$ cat config.mk
export PLATFORM = sky130hd
export DESIGN_NAME = burst_addr_seq
export DESIGN_NICKNAME = d
export VERILOG_FILES = /design/src/rtl/burst_seq_pkg.sv /design/src/rtl/burst_load_arb.sv /design/src/rtl/burst_beat_ctr.sv /design/src/rtl/burst_offset_gen.sv /design/src/rtl/burst_addr_seq.sv
export SDC_FILE = /design/constraint.sdc
export NUM_CORES = 1
export LEC_CHECK = 0
export BUFFER_PORTS_ARGS = -buffer_cell sky130_fd_sc_hd__buf_2
export CAP_MARGIN = 20
export CORE_MARGIN = 4
export CORE_UTILIZATION = 44
export CTS_CLUSTER_DIAMETER = 120
export DETAILED_ROUTE_END_ITERATION = 12
export PLACE_DENSITY = 0.77
export SLEW_MARGIN = 0
export SYNTH_ARGS = -nofsm -noshare
export SYNTH_HDL_FRONTEND = slang
export SYNTH_SLANG_ARGS = --single-unit
$ cat constraint.sdc
create_clock -name clk -period 2.24 [get_ports clk]
set_input_delay 0.112 -clock clk [delete_from_list [all_inputs] [get_ports clk]]
set_output_delay 0.112 -clock clk [all_outputs]
set_load 0.02 [all_outputs]
$ cat src/rtl/burst_seq_pkg.sv
package burst_seq_pkg;
  typedef enum logic [1:0] {
    LD_NONE = 2'd0,
    LD_PROC = 2'd1,
    LD_CTRL = 2'd2
  } load_src_e;
endpackage

$ cat src/rtl/burst_load_arb.sv
module burst_load_arb
  import burst_seq_pkg::*;
(
  input  logic      proc_stb_n,
  input  logic      ctrl_stb_n,
  output logic      load,
  output load_src_e src
);
  always_comb begin
    if (!proc_stb_n)      src = LD_PROC;
    else if (!ctrl_stb_n) src = LD_CTRL;
    else                  src = LD_NONE;
    load = (src != LD_NONE);
  end
endmodule

$ cat src/rtl/burst_beat_ctr.sv
module burst_beat_ctr #(
  parameter int BEAT_W = 2
) (
  input  logic              clk,
  input  logic              rst,
  input  logic              load,
  input  logic              step,
  output logic [BEAT_W-1:0] beat_nxt
);
  logic [BEAT_W-1:0] beat_q;

  always_comb begin
    if (load)      beat_nxt = '0;
    else if (step) beat_nxt = beat_q + BEAT_W'(1);
    else           beat_nxt = beat_q;
  end

  always_ff @(posedge clk) begin
    if (rst) beat_q <= '0;
    else     beat_q <= beat_nxt;
  end
endmodule

$ cat src/rtl/burst_offset_gen.sv
module burst_offset_gen #(
  parameter int BEAT_W = 2
) (
  input  logic              linear_sel,
  input  logic [BEAT_W-1:0] start_lo,
  input  logic [BEAT_W-1:0] beat,
  output logic [BEAT_W-1:0] offs
);
  logic [BEAT_W-1:0] xor_offs;
  logic [BEAT_W-1:0] add_offs;

  genvar gi;
  generate
    for (gi = 0; gi < BEAT_W; gi++) begin : g_xor
      assign xor_offs[gi] = start_lo[gi] ^ beat[gi];
    end
  endgenerate

  assign add_offs = start_lo + beat;
  assign offs     = linear_sel ? add_offs : xor_offs;
endmodule

$ cat src/rtl/burst_addr_seq.sv
module burst_addr_seq
  import burst_seq_pkg::*;
#(
  parameter int ADDR_W = 18,
  parameter int BEAT_W = 2
) (
  input  logic              clk,
  input  logic              rst,
  input  logic              proc_stb_n,
  input  logic              ctrl_stb_n,
  input  logic              adv_n,
  input  logic              order_sel,
  input  logic [ADDR_W-1:0] ext_addr,
  output logic [ADDR_W-1:0] cur_addr,
  output logic              addr_valid,
  output logic              src_proc
);
  localparam int UP_W = ADDR_W - BEAT_W;

  logic              load;
  load_src_e         src;
  logic              step;
  logic [BEAT_W-1:0] beat_nxt;
  logic [BEAT_W-1:0] offs;
  logic [BEAT_W-1:0] start_lo_q;
  logic [UP_W-1:0]   upper_q;
  logic [BEAT_W-1:0] low_q;
  logic              valid_q;
  logic              src_proc_q;

  burst_load_arb u_arb (
    .proc_stb_n (proc_stb_n),
    .ctrl_stb_n (ctrl_stb_n),
    .load       (load),
    .src        (src)
  );

  assign step = !adv_n && valid_q && !load;

  burst_beat_ctr #(.BEAT_W(BEAT_W)) u_beat (
    .clk      (clk),
    .rst      (rst),
    .load     (load),
    .step     (step),
    .beat_nxt (beat_nxt)
  );

  burst_offset_gen #(.BEAT_W(BEAT_W)) u_offs (
    .linear_sel (!order_sel),
    .start_lo   (start_lo_q),
    .beat       (beat_nxt),
    .offs       (offs)
  );

  always_ff @(posedge clk) begin
    if (rst) begin
      upper_q    <= '0;
      low_q      <= '0;
      start_lo_q <= '0;
      valid_q    <= 1'b0;
      src_proc_q <= 1'b0;
    end else if (load) begin
      upper_q    <= ext_addr[ADDR_W-1:BEAT_W];
      low_q      <= ext_addr[BEAT_W-1:0];
      start_lo_q <= ext_addr[BEAT_W-1:0];
      valid_q    <= 1'b1;
      src_proc_q <= (src == LD_PROC);
    end else if (step) begin
      low_q      <= offs;
    end
  end

  assign cur_addr   = {upper_q, low_q};
  assign addr_valid = valid_q;
  assign src_proc   = src_proc_q;
endmodule

==> flow_summary.json <==
{
  "cp_data_arrival_time_ns": 2.00,
  "synth_seq_cells": 24,
  "worst_case_reg_to_reg_path_depth": 7,
  "gr-total-overflow": 0,
  "final_design_area_no_fill_sq_mm": 0.00117,
  "timing_worst_slew_pin_value_ns": 0.728,
  "final-hold-violation-count": 0,
  "period_share_pct": 79.2,
  "cts-root-to-sink-buffers": 2,
  "cts_post_setup_buffers_inserted": 0,
  "place_area_sq_mm": 0.00113,
  "synth.avg_cell_area_sq_um": 8.42,
  "r2r_slack_ns": 0.47,
  "crit_path_end_kind": "register",
  "drt-initial-drc-count": 8,
  "initial_core_util_pct": 46.4,
  "ctsRootBufferMaster": "sky130_fd_sc_hd__clkbuf_4",
  "synthesis_to_finish_area_growth_pct": 28.2,
  "antenna_found_initial": 0,
  "clockPowerShare_pct": 23.1,
  "critical_path_peak_fanout": 4,
  "setup_repair_after_global_routing_missed_its_margin": "no",
  "post-route-worst-setup-slack_ns": 0.466,
  "power_leakage_nw": 0.567,
  "postSynthCellCount": 108,
  "worstHoldEndpoint": "upper_q[12]$_SDFFE_PP0P_",
  "io_pins": 44,
  "crit_required_ns": 2.47,
  "grt_pass1_vias": 795,
  "coreArea_sq_mm": 0.00196,
  "synth-seq-area-share_pct": 52.8,
  "grt_max_degree": 27,
  "setup_viol": 0,
  "worst_skew_pair.late_latency_ns": 0.31,
  "synth.lib_cells_used.distinct": 19,
  "combPwrFrac_pct": 17.0,
  "fp-row-count": 16,
  "nNetsFinal": 176,
  "crit_type": "register to register",
  "place_hpwl_microns": 1520,
  "grt_use_total_pct": 16.3,
  "number_of_iterations_in_the_first_detailed_routing_pass": 4,
  "pwr_density_cell_mw_per_mm2": 665,
  "internal_power_mw": 0.568,
  "wl_per_cell_microns": 12.2,
  "switching_share_pct": 26.8,
  "finalWirelength_microns": 2150,
  "post-route-drc-count": 0,
  "timing.hold.ws_ns": 0.0291,
  "timing.max_cap.violations": 0,
  "p_seq_share_pct": 59.9,
  "netlist.area_leader.share_pct": 52.8,
  "power.total_mw": 0.776,
  "critical_path.max_stage_delay_ns": 0.38,
  "maxSlewHeadroom_pct": 51.5,
  "worstHoldStart": "ext_addr[14]",
  "hold_path_class": "input port to register",
  "ir_drop_v": 0.000429,
  "syn_area_sq_um": 910,
  "antennaDiodeCount": 0,
  "power_switching_mw": 0.208,
  "route.detailed.vias_per_inst": 4.81,
  "die_area_sq_mm": 0.00286,
  "path_delay_family": "XOR/XNOR gates",
  "input_output_buffers": 43,
  "place_congestion": 0.708,
  "synth_area_leader_cell": "sky130_fd_sc_hd__dfxtp_1",
  "clock-sinks": 24,
  "post-route-min-period_ns": 1.77,
  "die_x_microns": 53.5,
  "pre_cts_slack_ns": 0.481,
  "worstReg2RegEnd": "low_q[1]$_SDFFE_PP0P_",
  "rr_startpoint": "addr_valid$_SDFFE_PP0P_",
  "layout_commonest_cell": "sky130_fd_sc_hd__buf_2",
  "mostFrequentLayoutCells": "sky130_fd_sc_hd__buf_2, sky130_fd_sc_hd__nand2_1, sky130_fd_sc_hd__dfxtp_1",
  "tritoncts": "built",
  "setup_total_negative_slack_ns": 0,
  "cp_slowest_cell": "sky130_fd_sc_hd__dfxtp_1",
  "wire_length_of_the_first_global_routing_pass_microns": 3400,
  "ctsHtreeMaxLevel": 1,
  "fin_worst_skew_ns": 0.0107,
  "critical_path_depth": 7,
  "cts_resized": 0,
  "routed-via-count": 846,
  "cts-buffers-inserted": 3,
  "number_of_warnings_reported_in_the_yosys_synthesis_log": 0,
  "crit_chain": "nor2b_2 > xnor2_1 > nor2_1 > ha_1 > nor2b_1 > xnor3_1 > o221ai_1",
  "cts.clk_slew.worst_paths_ns": 0.12,
  "final_layout_size_suffix_gt1_share_pct": 32.2,
  "slew_viol_final": 0,
  "number_of_nets_still_failing_antenna_checks_after_routing": 0,
  "die_y_microns": 53.5,
  "crit_buf_inv": 0,
  "synthTopCellsByArea": "sky130_fd_sc_hd__dfxtp_1, sky130_fd_sc_hd__nand2_1, sky130_fd_sc_hd__a21oi_1",
  "outcome": "finished, final reports clean",
  "ctsHoldBuffers": 1,
  "cp-start-kind": "register",
  "worst_hold_path.num_cells": 3,
  "synthesis.nets": 133,
  "clock.fmax_ghz": 0.564
}
## worst min-delay path, stage by stage
cell                      delay [ns]
sky130_fd_sc_hd__buf_2          0.09
sky130_fd_sc_hd__nand2_1        0.04
sky130_fd_sc_hd__a21oi_1        0.05
## power by group through the flow
stage | Combinational [mW] | Clock (mW) | Sequential [mW]
2_1_floorplan | 0.0512 | 0 | 0.502
4_1_cts | 0.133 | 0.186 | 0.465
5_1_grt | 0.146 | 0.209 | 0.468
6_report | 0.132 | 0.179 | 0.465
3_3_place_gp | 0.127 | 0 | 0.473
3_5_place_dp | 0.131 | 0 | 0.474
## routing by layer
metal	global-route usage, %	vias to the layer above	part of all wire (%)
met3	1.97	2	4.0
met4	7.66	0	0.84
met5	0	-	0
li1	-	435	-
met2	31.6	19	57
met1	16.8	390	38
## synthesized netlist by cell type (all sizes together)
master	count
nand2	38
o221ai	1
a21oi	19
xnor2	1
nor3	2
or4b	1
buf	5
nor2b	2
nor2	4
mux2i	1
xor2	2
xnor3	1
and2	1
dfxtp	24
ha	1
nand3b	2
a211oi	1
clkbuf	2
## sequential cells by signal (all words and copies together), names as in the netlist
name	count
low_q	2
u_beat.beat_q	2
src_proc	1
start_lo_q	2
upper_q	16
addr_valid	1
## through the flow
stage                     utilization [%]  instances
after CTS                            59.4        176
after detailed placement             57.8        172
after global routing                 59.4        176
final                                59.4        176
after floorplan                         -        108
after global placement               57.8        172
## kinds of logic after synthesis
family          after synthesis  synth area share [%]
flops                        24                  52.8
simple gates                 50                  23.5
xor+xnor                      4                  5.36
buf+inv                       7                  3.58
compound gates               21                  12.2
mux                           1                  1.10
fa+ha+maj                     1                  1.38
## how the worst max path moves through the flow
stage | startpoint | to | slack (ns)
6_report | addr_valid$_SDFFE_PP0P_ | low_q[1]$_SDFFE_PP0P_ | 0.47
5_1_grt | addr_valid$_SDFFE_PP0P_ | low_q[1]$_SDFFE_PP0P_ | 0.35
4_1_cts | addr_valid$_SDFFE_PP0P_ | low_q[1]$_SDFFE_PP0P_ | 0.44
3_5_place_dp | addr_valid$_SDFFE_PP0P_ | low_q[1]$_SDFFE_PP0P_ | 0.48
3_3_place_gp | addr_valid$_SDFFE_PP0P_ | low_q[1]$_SDFFE_PP0P_ | 0.59
2_1_floorplan | addr_valid$_SDFFE_PP0P_ | low_q[1]$_SDFFE_PP0P_ | 0.48
## final cells by class
type	count	area, sq um
Sequential cell	24	480
Clock buffer	3	22.5
Fill cell	213	796
Tap cell	27	33.8
Multi-Input combinational cell	77	397
Timing Repair Buffer	45	233
No activity file was read; power rests on OpenSTA's default activity.
